## src/rtl/seek_head_ctrl.sv

```systemverilog
module seek_head_ctrl #(
  parameter int DRIVES      = 4,
  parameter int CW          = 7,
  parameter int CYL_MAX     = 76,
  parameter int RECAL_STEPS = 77
) (
  input  logic                       clk,
  input  logic                       rst_n,
  input  logic                       ms_tick,
  input  logic                       cfg_we,
  input  logic [3:0]                 cfg_step_code,
  input  logic [6:0]                 cfg_load_code,
  input  logic [3:0]                 cfg_unload_code,
  input  logic                       cmd_valid,
  input  logic                       cmd_recal,
  input  logic [$clog2(DRIVES)-1:0]  cmd_drive,
  input  logic [CW-1:0]              cmd_cyl,
  input  logic [DRIVES-1:0]          trk0,
  output logic [DRIVES-1:0]          step_o,
  output logic [DRIVES-1:0]          dir_o,
  output logic                       int_pending,
  input  logic                       sense_rd,
  output logic [$clog2(DRIVES)-1:0]  sense_drive,
  output logic [CW-1:0]              sense_pcn,
  output logic                       sense_fail,
  input  logic                       rw_req,
  output logic                       head_load,
  output logic                       head_ready
);
  localparam int DW  = $clog2(DRIVES);
  localparam int QCW = $clog2(DRIVES + 1);
  localparam int SW  = $clog2(RECAL_STEPS + 1);

  typedef enum logic [1:0] {H_IDLE, H_LOAD, H_UP, H_HOLD} head_st_t;

  logic [3:0]    step_code;
  logic [6:0]    load_code;
  logic [3:0]    unload_code;

  logic [CW-1:0] pcn [DRIVES];
  logic [CW-1:0] ncn [DRIVES];
  logic [4:0]    tmr [DRIVES];
  logic [SW-1:0] nst [DRIVES];
  logic [DRIVES-1:0] busy, recal, pend;

  logic [DRIVES-1:0] accept, slot, dok, dfail, done, fire;
  logic [DW-1:0]     wslot [DRIVES];
  logic [QCW-1:0]    pushes;

  logic [DW-1:0]  q_drv  [DRIVES];
  logic           q_fail [DRIVES];
  logic [DW-1:0]  rd_ptr, wr_ptr;
  logic [QCW-1:0] q_cnt;
  logic           pop;

  head_st_t  hst;
  logic [7:0] hcnt;

  wire [4:0] reload    = {1'b0, step_code} + 5'd1;
  wire [7:0] load_ms   = {(load_code == 7'd0) ? 7'd1 : load_code, 1'b0};
  wire [7:0] unload_ms = {(unload_code == 4'd0) ? 4'd1 : unload_code, 4'b0000};

  always_comb begin
    for (int d = 0; d < DRIVES; d++) begin
      accept[d] = cmd_valid && (cmd_drive == DW'(d)) && !busy[d] && !pend[d] &&
                  (cmd_recal || (cmd_cyl <= CW'(CYL_MAX)));
      slot[d]   = busy[d] && ms_tick && (tmr[d] == 5'd1);
      dok[d]    = slot[d] && (recal[d] ? trk0[d] : (pcn[d] == ncn[d]));
      dfail[d]  = slot[d] && recal[d] && !trk0[d] && (nst[d] == SW'(RECAL_STEPS));
      done[d]   = dok[d] || dfail[d];
      fire[d]   = slot[d] && !done[d];
    end
  end

  always_comb begin
    pushes = '0;
    for (int d = 0; d < DRIVES; d++) begin
      wslot[d] = wr_ptr + DW'(pushes);
      pushes   = pushes + QCW'(done[d]);
    end
  end

  assign pop         = sense_rd && (q_cnt != '0);
  assign int_pending = (q_cnt != '0);
  assign sense_drive = q_drv[rd_ptr];
  assign sense_fail  = q_fail[rd_ptr];
  assign sense_pcn   = pcn[sense_drive];

  always_ff @(posedge clk) begin
    if (!rst_n) begin
      step_code   <= '0;
      load_code   <= 7'd1;
      unload_code <= 4'd1;
    end else if (cfg_we) begin
      step_code   <= cfg_step_code;
      load_code   <= cfg_load_code;
      unload_code <= cfg_unload_code;
    end
  end

  always_ff @(posedge clk) begin
    if (!rst_n) begin
      busy   <= '0;
      recal  <= '0;
      pend   <= '0;
      step_o <= '0;
      dir_o  <= '0;
      for (int d = 0; d < DRIVES; d++) begin
        pcn[d] <= '0;
        ncn[d] <= '0;
        tmr[d] <= '0;
        nst[d] <= '0;
      end
    end else begin
      for (int d = 0; d < DRIVES; d++) begin
        step_o[d] <= fire[d];
        if (accept[d]) begin
          busy[d]  <= 1'b1;
          recal[d] <= cmd_recal;
          ncn[d]   <= cmd_recal ? '0 : cmd_cyl;
          dir_o[d] <= !cmd_recal && (cmd_cyl > pcn[d]);
          tmr[d]   <= reload;
          nst[d]   <= '0;
        end else if (busy[d] && ms_tick) begin
          tmr[d] <= (tmr[d] == 5'd1) ? reload : tmr[d] - 5'd1;
          if (done[d]) begin
            busy[d] <= 1'b0;
            pend[d] <= 1'b1;
            if (dok[d] && recal[d]) pcn[d] <= '0;
          end
          if (fire[d]) begin
            nst[d] <= nst[d] + SW'(1);
            if (!recal[d]) pcn[d] <= dir_o[d] ? pcn[d] + CW'(1) : pcn[d] - CW'(1);
          end
        end
        if (pop && (q_drv[rd_ptr] == DW'(d))) pend[d] <= 1'b0;
      end
    end
  end

  always_ff @(posedge clk) begin
    if (!rst_n) begin
      rd_ptr <= '0;
      wr_ptr <= '0;
      q_cnt  <= '0;
      for (int d = 0; d < DRIVES; d++) begin
        q_drv[d]  <= '0;
        q_fail[d] <= 1'b0;
      end
    end else begin
      for (int d = 0; d < DRIVES; d++) begin
        if (done[d]) begin
          q_drv[wslot[d]]  <= DW'(d);
          q_fail[wslot[d]] <= dfail[d];
        end
      end
      wr_ptr <= wr_ptr + DW'(pushes);
      rd_ptr <= rd_ptr + DW'(pop);
      q_cnt  <= q_cnt + pushes - QCW'(pop);
    end
  end

  always_ff @(posedge clk) begin
    if (!rst_n) begin
      hst  <= H_IDLE;
      hcnt <= '0;
    end else begin
      case (hst)
        H_IDLE: if (rw_req) begin hst <= H_LOAD; hcnt <= load_ms; end
        H_LOAD: if (ms_tick) begin
                  if (hcnt == 8'd1) hst <= H_UP;
                  else hcnt <= hcnt - 8'd1;
                end
        H_UP:   if (!rw_req) begin hst <= H_HOLD; hcnt <= unload_ms; end
        H_HOLD: if (rw_req) hst <= H_UP;
                else if (ms_tick) begin
                  if (hcnt == 8'd1) hst <= H_IDLE;
                  else hcnt <= hcnt - 8'd1;
                end
        default: hst <= H_IDLE;
      endcase
    end
  end

  assign head_load  = (hst != H_IDLE);
  assign head_ready = (hst == H_UP);

  for (genvar g = 0; g < DRIVES; g++) begin : g_chk
    a_r12_step_one_cycle: assert property (@(posedge clk) disable iff (!rst_n)
      step_o[g] |=> !step_o[g]);
    a_r2_step_on_tick: assert property (@(posedge clk) disable iff (!rst_n)
      step_o[g] |-> $past(ms_tick));
    a_r12_dir_stable: assert property (@(posedge clk) disable iff (!rst_n)
      (busy[g] && $past(busy[g])) |-> $stable(dir_o[g]));
    a_r3_pcn_range: assert property (@(posedge clk) disable iff (!rst_n)
      pcn[g] <= CW'(CYL_MAX));
    a_r5_pend_excludes_busy: assert property (@(posedge clk) disable iff (!rst_n)
      !(pend[g] && busy[g]));
  end

  a_r8_queue_bound: assert property (@(posedge clk) disable iff (!rst_n)
    q_cnt <= QCW'(DRIVES));
  a_r10_ready_after_load: assert property (@(posedge clk) disable iff (!rst_n)
    $rose(head_ready) |-> $past(head_load));
endmodule

```

## config.mk

```make
export PLATFORM = sky130hd
export DESIGN_NAME = seek_head_ctrl
export DESIGN_NICKNAME = d
export VERILOG_FILES = /design/src/rtl/seek_head_ctrl.sv
export SDC_FILE = /design/constraint.sdc
export NUM_CORES = 1
export LEC_CHECK = 0
export ABC_CLOCK_PERIOD_IN_PS = 4700
export BUFFER_PORTS_ARGS = -buffer_cell sky130_fd_sc_hd__buf_2
export CAP_MARGIN = 30
export CORE_ASPECT_RATIO = 2
export CORE_UTILIZATION = 62
export DETAILED_ROUTE_END_ITERATION = 7
export GPL_ROUTABILITY_DRIVEN = 0
export PLACE_DENSITY = 0.86
export SLEW_MARGIN = 20
export SYNTH_ARGS = -nofsm -noshare
export SYNTH_HDL_FRONTEND = slang
export SYNTH_SLANG_ARGS = --single-unit
```

## constraint.sdc

```tcl
create_clock -name clk -period 4.7 [get_ports clk]
set_input_delay 0.235 -clock clk [delete_from_list [all_inputs] [get_ports clk]]
set_output_delay 0.235 -clock clk [all_outputs]
set_load 0.005 [all_outputs]
```

==> reports/qor.yml, run 1 <==
layout.cell_area.non_filler_um2: 11400
worst_hold_slack_ns: 0.00446
p_switching_uw: 1020
cts_hold_buffers: 0
synth.avg_cell_area_um2: 9.93
synthCells: 1030
dominantRegCellSynth: "sky130_fd_sc_hd__edfxtp_1"
period_minus_slack_ns: 4.43
period_share: 0.942
power.leakage_uw: 0.00474
max_freq_mhz: 226
worstSkewPairLatency_ns: 0.45
groute.usage.overall: 0.325
placeableCoreArea_um2: 16200
cp-start-kind: "flop"
hpwl_um: 19100
finalSetupTns_ns: 0
placed_cells: 1275
worst-setup-path-type: "flop to flop"
crit_fanout: 4
dr_total_vias: 8226
cts_root_buffer: "sky130_fd_sc_hd__clkbuf_16"
max-vdd-ir-drop_uv: 281
die_w_um: 92.8
setup.worst_path.end_class: "flop"
yosysWarnings: 0
grt_setup_unrepaired: "no"
initial_utilization: 0.632
cell_internal_pwr_uw: 2730
grt_max_degree: 28
port_buffers: 56
grt_pass1_vias: 8510
fin_max_slew_vios: 0
pwr-share-clk: 0.396
row_count: 66
netlist.top_cell.by_area: "sky130_fd_sc_hd__edfxtp_1"
globalRouteMet3Util: 0.0513
finalWorstSetupSlack_ns: 0.275
place_ws_ns: 0.427
worst-endpoint-required_ns: 5.03
max_slew_margin: 0.350
count_of_flip_flops_with_a_built_in_enable_after_synthesis: 105
total_placed_instance_area_um2: 10700
antenna_left: 0
fin_skew_ns: 0.0206
vias_per_cell: 6.28
timing.hold.worst.class: "input port to flop"
final_layout_size_suffix_gt1_frac: 0.127
design.final.nets: 1214
floorplan.die_area_um2: 17100
synthesis.nets: 1151
antenna_found_initial: 0
asyncSetResetFlopFracSynth: 0
die_h_um: 184
drt-initial-drc-count: 603
syn_to_final_growth_pct: 11.3
share_comb_of_total_power: 0.141
tritoncts_clock_tree: "yes"
cts.reportedPaths.clkPinSlew_ns: 0.07
postSynthRegisterBits: 168
worst_slew_pin_slew_ns: 0.974
syn_area_um2: 10200
cts.repair_timing.setup_buffer_count: 0
final_number_of_hold_violating_endpoints: 0
synth.top_cells.by_area: "sky130_fd_sc_hd__edfxtp_1, sky130_fd_sc_hd__dfxtp_1, sky130_fd_sc_hd__ha_1"
worstPathArrival_ns: 4.75
max-clock-path-buffers: 2
grt-busiest-layer: "met2"
total_length_of_routed_wires_um: 26100
finalSetupViolCount: 0
status: "finished, final reports clean"
cts-buffers-inserted: 17
synth.yosys.seq_area_share: 0.431
finalNonFillerCells: 1310
routedWlPerCell_um: 19.9
yosysUniqueCellTypes: 73
boundaryPins: 57
antenna_diode_instance_count: 0
drt_first_pass_iters: 5
ctsResizeCount: 0
tritoncts_num_sinks: 168
first_pass_grt_wire_length_um: 42000
drc_errors: 0
grt-ovfl-total: 0
cts_max_level: 4
share_of_power_burned_in_registers: 0.463
powerDensity_nw_per_um2: 330
netSwitchingFraction: 0.273
max_cap_viol_count: 0
synth_top_cell_area_share: 0.308
globalRouteMet2Util: 0.585
globalRouteMet1Util: 0.317
-- layout by cell type (no fill, tap or decap), types with 17 or more instances in the layout --
cell type                   Yosys  final
sky130_fd_sc_hd__nand3_1       40     40
sky130_fd_sc_hd__a21oi_1       49     49
sky130_fd_sc_hd__a211oi_1      17     17
sky130_fd_sc_hd__edfxtp_1     105    105
sky130_fd_sc_hd__clkbuf_16      0     22
sky130_fd_sc_hd__buf_2          3     58
sky130_fd_sc_hd__nand2_1       64     64
sky130_fd_sc_hd__mux2i_1       17     17
sky130_fd_sc_hd__o21ai_0       28     28
sky130_fd_sc_hd__dfxtp_1       63     63
sky130_fd_sc_hd__inv_1         71     71
sky130_fd_sc_hd__nor2_1       132    132
sky130_fd_sc_hd__xnor2_1       47     47
sky130_fd_sc_hd__xor2_1        50     50
sky130_fd_sc_hd__and2_1        26     26
sky130_fd_sc_hd__nor3_1        28     28
sky130_fd_sc_hd__nor2b_1       18     18
sky130_fd_sc_hd__ha_1          78     78
-- critical path, stage by stage, from the launching register on --
cell,delay [ns]
sky130_fd_sc_hd__edfxtp_1,0.48
sky130_fd_sc_hd__xor2_1,0.21
sky130_fd_sc_hd__nor4_1,0.50
sky130_fd_sc_hd__a22oi_1,0.23
sky130_fd_sc_hd__nor2_1,0.35
sky130_fd_sc_hd__inv_1,0.10
sky130_fd_sc_hd__fa_1,0.50
sky130_fd_sc_hd__inv_1,0.06
sky130_fd_sc_hd__ha_1,0.18
sky130_fd_sc_hd__fa_1,0.48
sky130_fd_sc_hd__inv_1,0.08
sky130_fd_sc_hd__ha_1,0.31
sky130_fd_sc_hd__fa_1,0.44
sky130_fd_sc_hd__xnor2_1,0.19
sky130_fd_sc_hd__xnor2_1,0.15
sky130_fd_sc_hd__nor2_1,0.05
-- Yosys cell counts, drive strengths merged, types with 6 or more instances --
cell type / count
ha: 78
nor4b: 7
xor2: 50
nor3: 29
nor2b: 18
mux4: 10
a22oi: 6
nand4: 8
nand2b: 10
mux2i: 17
xnor2: 47
nand3: 40
nor4: 12
edfxtp: 105
fa: 7
a211oi: 17
o221a: 6
and2: 26
a21o: 17
clkbuf: 20
and3: 13
a21oi: 50
inv: 72
a31oi: 6
nand2: 64
o21ai: 30
nor2: 134
dfxtp: 63
o22ai: 8
-- stage by stage --
| step | util | power, uW |
|---|---|---|
| after global placement | 0.663 | 2250 |
| after floorplan | - | 2120 |
| after global routing | 0.704 | 3890 |
| after detailed placement | 0.663 | 2280 |
| final | 0.704 | 3750 |
| after CTS | 0.703 | 3750 |
-- power by group through the flow --
| stage | clock [uW] | combinational, uW | sequential (uW) |
|---|---|---|---|
| 2_1_floorplan | 0 | 383 | 1740 |
| 3_3_place_gp | 0 | 491 | 1760 |
| 3_5_place_dp | 0 | 514 | 1770 |
| 4_1_cts | 1490 | 526 | 1740 |
| 5_1_grt | 1550 | 586 | 1750 |
| 6_report | 1490 | 528 | 1740 |
-- flip-flops by register name (all words and copies together) (netlist names) --
signal / count
ncn: 28
nst: 28
pcn: 28
tmr: 20
hcnt: 8
q_drv: 8
load_code: 7
busy: 4
dir_o: 4
pend: 4
q_fail: 4
recal: 4
step_code: 4
step_o: 4
unload_code: 4
q_cnt: 3
hst: 2
rd_ptr: 2
wr_ptr: 2
-- cell families after synthesis --
group | Yosys count | synth area share
xor+xnor | 97 | 0.0830
simple gates | 384 | 0.189
buf+inv | 97 | 0.0360
mux | 29 | 0.0408
compound gates | 170 | 0.111
fa+ha+maj | 85 | 0.109
flops | 168 | 0.431
-- worst paths after layout --
| path | endpoint | depth (start not counted) | slack, ns | startpoint |
|---|---|---|---|---|
| worst min-delay path | load_code[0] | 3 | 0.004 | cfg_load_code[0] |
| worst min register to register | unload_code[0] | 2 | 0.47 | unload_code[0] |
| worst max register to register | q_cnt[2] | 15 | 0.27 | pcn[1][3] |
| worst max-delay path | q_cnt[2] | 15 | 0.27 | pcn[1][3] |
-- area by class of cell --
class | instances | area [um2]
well taps | 204 | 255
inverters | 72 | 270
clock inverters | 10 | 83.8
clock buffers | 22 | 551
repair buffers | 69 | 365
flip-flops and latches | 168 | 4410
multi-input cells | 765 | 5450
fillers | 1203 | 4800
-- metal layers --
layer	vias up	share of wire
met1	3912	0.34
met4	0	0.082
li1	3810	-
met5	-	0
met3	161	0.048
met2	343	0.53
Note: power is estimated with default switching activity, not from simulation.
==> run 2: changes to the inputs <==
- ABC_CLOCK_PERIOD_IN_PS: 4700 -> 5500
- CORE_UTILIZATION: 62 -> 65
- PLACE_DENSITY: 0.86 -> 0.89
- SLEW_MARGIN: 20 -> 30
- clock period: 4.7 -> 5.5 ns (I/O delays scaled with it)
==> reports/qor.yml, run 2 (synthesis results as in run 1) <==
status: "finished with violations"
violations: "DRC"
cts.repair_timing.setup_buffer_count: 0  # unchanged
nFillCells: 1063  # -12%
final_common_cell: "sky130_fd_sc_hd__nor2_1"
max_slew_margin: 0.370  # +0.0201
finalSetupTns_ns: 0  # unchanged
cts.reportedPaths.clkPinSlew_ns: 0.06  # about the same
period_minus_slack_ns: 4.50  # +0.0761 ns
critical-path-slowest-cell: "sky130_fd_sc_hd__fa_1"
worst-setup-path-type: "flop to flop"
worst-endpoint-required_ns: 5.81  # +0.78 ns
boundaryPins: 57  # unchanged
place_ws_ns: 1.18  # +0.751 ns
tritoncts_clock_tree: "yes"
final_util: 0.736  # +0.0323
hpwl_um: 19100  # +0.15%
floorplan.die_area_um2: 16300  # -4.5%
antenna_left: 0  # unchanged
path_cells: "inv_1 > ha_1 > nand4bb_1 > o21bai_1 > a22oi_2 > nor2_1 > inv_1 > fa_1 > inv_1 > ha_1 > fa_1 > inv_1 > ha_1 > fa_1 > xnor2_1 > xnor2_1 > nor2_1"
die_h_um: 179  # -2.3%
fin_max_slew_vios: 0  # unchanged
die_w_um: 90.7  # -2.3%
mostFrequentLayoutCells: "sky130_fd_sc_hd__nor2_1, sky130_fd_sc_hd__edfxtp_1, sky130_fd_sc_hd__ha_1"
total_length_of_routed_wires_um: 27300  # +4.6%
tritoncts_num_sinks: 168  # unchanged
finalWorstSetupSlack_ns: 0.999  # +0.724 ns
worstPathArrival_ns: 4.81  # +0.06 ns
cts_root_buffer: "sky130_fd_sc_hd__clkbuf_16"
antenna_diode_instance_count: 0  # unchanged
fin_total_pwr_uw: 3140  # -17%
worst_slew_pin_slew_ns: 0.937  # -0.0372 ns
grt_max_degree: 33  # +18%
final_layout_size_suffix_gt1_frac: 0.121  # -0.00556
final_number_of_hold_violating_endpoints: 0  # unchanged
setup.worst_path.end_class: "flop"
worstSkewPairLatency_ns: 0.44  # about the same
drc_errors: 1  # +1
drt_first_pass_iters: 8  # +3
timing.hold.worst.class: "input port to flop"
most_numerous_cell_on_the_critical_path: "sky130_fd_sc_hd__inv_1"
ctsResizeCount: 0  # unchanged
period_share: 0.818  # -0.123
grt_pass1_vias: 8590  # +0.94%
groute.usage.overall: 0.347  # +0.0225
timing.critical_path.slowest_cell_delay_ns: 0.54  # +0.04 ns
antenna_found_initial: 0  # unchanged
finalSetupViolCount: 0  # unchanged
grt-ovfl-total: 0  # unchanged
design.final.nets: 1207  # -0.58%
placeableCoreArea_um2: 15400  # -5.0%
drt-initial-drc-count: 712  # +18%
grt_setup_unrepaired: "no"
dr_total_vias: 8386  # +1.9%
power.leakage_uw: 0.00469  # -1.1%
powerDensity_nw_per_um2: 277  # -16%
max-clock-path-buffers: 2  # unchanged
cts-buffers-inserted: 17  # unchanged
max_cap_viol_count: 0  # unchanged
vias_per_cell: 6.47  # +3.0%
port_buffers: 56  # unchanged
cts_hold_buffers: 0  # unchanged
routedWlPerCell_um: 21.1  # +5.7%
cp-start-kind: "flop"
largest_registers: "ncn: 28 flops, nst: 28 flops, pcn: 28 flops"
row_count: 64  # -3.0%
crit_fanout: 9  # +5
cts_max_level: 4  # unchanged
fin_skew_ns: 0.00960  # -0.0110 ns
syn_to_final_growth_pct: 10.6
first_pass_grt_wire_length_um: 43300  # +3.2%
max-vdd-ir-drop_uv: 256  # -8.9%
max_freq_mhz: 222  # -1.7%
initial_utilization: 0.665  # +0.0333
[run 2: layout make-up]
type / instances / area [um2] / area share
clock buffer: 28 / 553 / 0.0489
clock inverter: 4 / 26.3 / 0.00232
inverter: 72 / 270 / 0.0239
multi-input combinational: 765 / 5480 / 0.484
sequential: 168 / 4410 / 0.390
tap: 198 / 248 / 0.0219
timing repair buffer: 62 / 323 / 0.0285
[run 2: per-stage QoR]
step	hold WS (ns)	instance area (um2)	std cells
2_1_floorplan	0.403	10200	1030
3_3_place_gp	0.438	10700	1264
3_5_place_dp	0.440	10700	1264
4_1_cts	0.0541	11300	1296
5_1_grt	0.0655	11300	1297
6_report	0.0617	11300	1297
[run 2: final timing paths]
| kind | startpoint | to | slack, ns | cells after the start |
|---|---|---|---|---|
| worst min register to register | q_drv[3][1] | q_drv[3][1] | 0.46 | 1 |
| worst max register to register | nst[2][1] | q_cnt[2] | 1.0 | 17 |
| worst max-delay path | nst[2][1] | q_cnt[2] | 1.0 | 17 |
| worst min-delay path | cfg_unload_code[0] | unload_code[0] | 0.06 | 3 |
[run 2: routing by layer]
metal / up-vias / GRT usage / part of all wire
met3: 172 / 0.0690 / 0.068
met2: 464 / 0.612 / 0.52
li1: 3788 / - / -
met1: 3962 / 0.350 / 0.33
met5: - / 0 / 0
met4: 0 / 0.275 / 0.081
[run 2: power by group]
group          leakage, uW  switching, uW  internal (uW)
sequential         0.00161           78.9           1410
clock             0.000291            500            688
combinational      0.00280            259            198
total              0.00469            838           2300
[run 2: worst max-delay path, delay by kind of cell (launching register included)]
kind | cells | cell delay (ns)
xor+xnor | 2 | 0.33
buf+inv | 4 | 0.32
flops | 1 | 0.42
compound gates | 2 | 0.49
simple gates | 3 | 0.74
fa+ha+maj | 6 | 2.08
==> run 3: changes to the inputs <==
- ABC_CLOCK_PERIOD_IN_PS: 5500 -> 3880
- CORE_UTILIZATION: 65 -> 56
- PLACE_DENSITY: 0.89 -> 0.82
- clock period: 5.5 -> 3.88 ns (I/O delays scaled with it)
==> reports/qor.yml, run 3 (synthesis results as in run 1) <==
nFillCells: 1301  # +22%
setup.worst_path.end_class: "flop"
power.leakage_uw: 0.00512  # +9.1%
hpwl_um: 19800  # +3.6%
cts_max_level: 4  # unchanged
tritoncts_num_sinks: 168  # unchanged
worst_hold_slack_ns: 0.0571  # -0.00460 ns
first_pass_grt_wire_length_um: 41700  # -3.8%
drt_first_pass_iters: 8  # unchanged
share_comb_of_total_power: 0.161  # +0.015
drt-initial-drc-count: 593  # -17%
worst-endpoint-required_ns: 4.18  # -1.63 ns
grt-ovfl-total: 0  # unchanged
rr_endpoint: "q_cnt[2]"
max_cap_viol_count: 0  # unchanged
r2r_setup_slack_ns: -0.002  # -1.00 ns
fin_max_slew_vios: 0  # unchanged
fin_total_pwr_uw: 4470  # +43%
die_h_um: 193  # +7.6%
routedWlPerCell_um: 19.3  # -8.5%
initial_utilization: 0.575  # -0.0902
powerDensity_nw_per_um2: 370  # +33%
max_freq_mhz: 258  # +16%
finalSetupTns_ns: -0.00163  # -0.00163 ns
grt_setup_unrepaired: "yes"
groute.usage.overall: 0.290  # -0.0569
max_slew_margin: 0.335  # -0.0346
finalWorstSetupSlack_ns: -0.00163  # -1.00 ns
row_count: 69  # +7.8%
share_of_power_burned_in_registers: 0.468  # -0.007
vias_per_cell: 6.10  # -5.7%
violations: "DRC, setup timing"
placeableCoreArea_um2: 17800  # +16%
cp-start-kind: "flop"
final_layout_size_suffix_gt1_frac: 0.190  # +0.0685
cts_root_buffer: "sky130_fd_sc_hd__clkbuf_16"
syn_to_final_growth_pct: 18.3
period_minus_slack_ns: 3.88  # -0.620 ns
tritoncts_clock_tree: "yes"
cts-buffers-inserted: 17  # unchanged
drc_errors: 4  # +3
total_placed_instance_area_um2: 11200  # +4.8%
floorplan.die_area_um2: 18800  # +16%
die_w_um: 97.6  # +7.6%
dr_total_vias: 8508  # +1.5%
r2r-start: "nst[1][1]"
period_share: 1.00  # +0.182
worstPathArrival_ns: 4.18  # -0.63 ns
final_number_of_hold_violating_endpoints: 0  # unchanged
mostFrequentLayoutCells: "sky130_fd_sc_hd__nor2_1, sky130_fd_sc_hd__edfxtp_1, sky130_fd_sc_hd__ha_1"
antenna_found_initial: 0  # unchanged
layout.cell_area.non_filler_um2: 12100  # +7.0%
finalSetupViolCount: 1  # +1
status: "finished with violations"
max-vdd-ir-drop_uv: 268  # +4.9%
netSwitchingFraction: 0.277  # +0.00957
timing.hold.worst.class: "input port to flop"
crit_path_end: "q_cnt[2]"
antenna_left: 0  # unchanged
cts.reportedPaths.clkPinSlew_ns: 0.07  # about the same
final_util: 0.681  # -0.0553
cell_internal_pwr_uw: 3240  # +41%
crit_fanout: 2  # -7
fin_skew_ns: 0.0131  # +0.00349 ns
largest_registers: "ncn: 28 flops, nst: 28 flops, pcn: 28 flops"
grt_max_degree: 47  # +42%
grt_pass1_vias: 8470  # -1.4%
boundaryPins: 57  # unchanged
worstSkewPairLatency_ns: 0.45  # about the same
p_switching_uw: 1240  # +48%
worst_setup_path_startpoint: "nst[1][1]"
pwr-share-clk: 0.370  # -0.009
final_common_cell: "sky130_fd_sc_hd__nor2_1"
worst-setup-path-type: "flop to flop"
antenna_diode_instance_count: 0  # unchanged
worst_slew_pin_slew_ns: 0.996  # +0.0590 ns
max-clock-path-buffers: 2  # unchanged
total_length_of_routed_wires_um: 26900  # -1.6%
design.final.nets: 1290  # +6.9%
reg2reg_depth: 17  # unchanged
port_buffers: 56  # unchanged
==> run 3: power by group through the flow <==
stage	Combinational [uW]	Sequential, uW	Clock (uW)
final	722	2100	1660
after global routing	801	2110	1710
after CTS	710	2090	1660
after detailed placement	664	2130	0
after global placement	637	2130	0
after floorplan	464	2100	0
==> run 3: area by class of cell <==
| type | instances | area [um2] | area share |
|---|---|---|---|
| clock buffers | 20 | 478 | 0.0395 |
| repair buffers | 145 | 986 | 0.0814 |
| inverters | 72 | 270 | 0.0223 |
| flip-flops and latches | 168 | 4410 | 0.365 |
| clock inverters | 12 | 86.3 | 0.00713 |
| multi-input cells | 765 | 5600 | 0.463 |
| well taps | 213 | 267 | 0.0220 |
==> run 3: how the worst min path moves through the flow <==
| stage | startpoint | to | slack [ns] | cells after the start |
|---|---|---|---|---|
| CTS | rw_req | hst[0] | 0.05 | 4 |
| detailed placement | cfg_load_code[0] | load_code[0] | 0.43 | 3 |
| finish | rw_req | hst[0] | 0.06 | 4 |
| global placement | cfg_unload_code[0] | unload_code[0] | 0.42 | 3 |
| global route | rw_req | hst[0] | 0.08 | 4 |
| floorplan | cfg_load_code[0] | load_code[0] | 0.32 | 2 |
==> run 3: stage by stage <==
step,setup WS [ns],instances
floorplan,0.000136,1030
global placement,-0.105,1342
detailed placement,-0.179,1342
CTS,0.000724,1392
global route,-0.159,1395
finish,-0.00163,1395
==> run 3: routing by layer <==
| layer | global-route usage | vias to the layer above | share of wire |
|---|---|---|---|
| met2 | 0.545 | 365 | 0.54 |
| li1 | - | 3959 | - |
| met5 | 0 | - | 0 |
| met1 | 0.276 | 4030 | 0.33 |
| met3 | 0.0505 | 154 | 0.054 |
| met4 | 0.229 | 0 | 0.079 |
==> run 3: timing repair <==
| item | in CTS | in global routing |
|---|---|---|
| pin swaps | 7 | 15 |
| hold buffers | 15 | 0 |
| gates resized for setup | 8 | 18 |
| endpoints found under the hold margin | 15 | 0 |
| setup endpoints to repair | 1 | 9 |
| setup buffers | 3 | 3 |
==> run 3: critical path, cell delays in order (launching register included) <==
cell	delay [ns]
sky130_fd_sc_hd__edfxtp_1	0.39
sky130_fd_sc_hd__inv_1	0.07
sky130_fd_sc_hd__ha_1	0.13
sky130_fd_sc_hd__nor4bb_4	0.24
sky130_fd_sc_hd__a31o_2	0.21
sky130_fd_sc_hd__a22oi_2	0.09
sky130_fd_sc_hd__nor2_2	0.16
sky130_fd_sc_hd__inv_2	0.09
sky130_fd_sc_hd__fa_2	0.59
sky130_fd_sc_hd__inv_2	0.07
sky130_fd_sc_hd__ha_4	0.16
sky130_fd_sc_hd__fa_1	0.51
sky130_fd_sc_hd__inv_2	0.06
sky130_fd_sc_hd__ha_4	0.21
sky130_fd_sc_hd__fa_2	0.39
sky130_fd_sc_hd__xnor2_2	0.14
sky130_fd_sc_hd__xnor2_1	0.16
sky130_fd_sc_hd__nor2_1	0.06
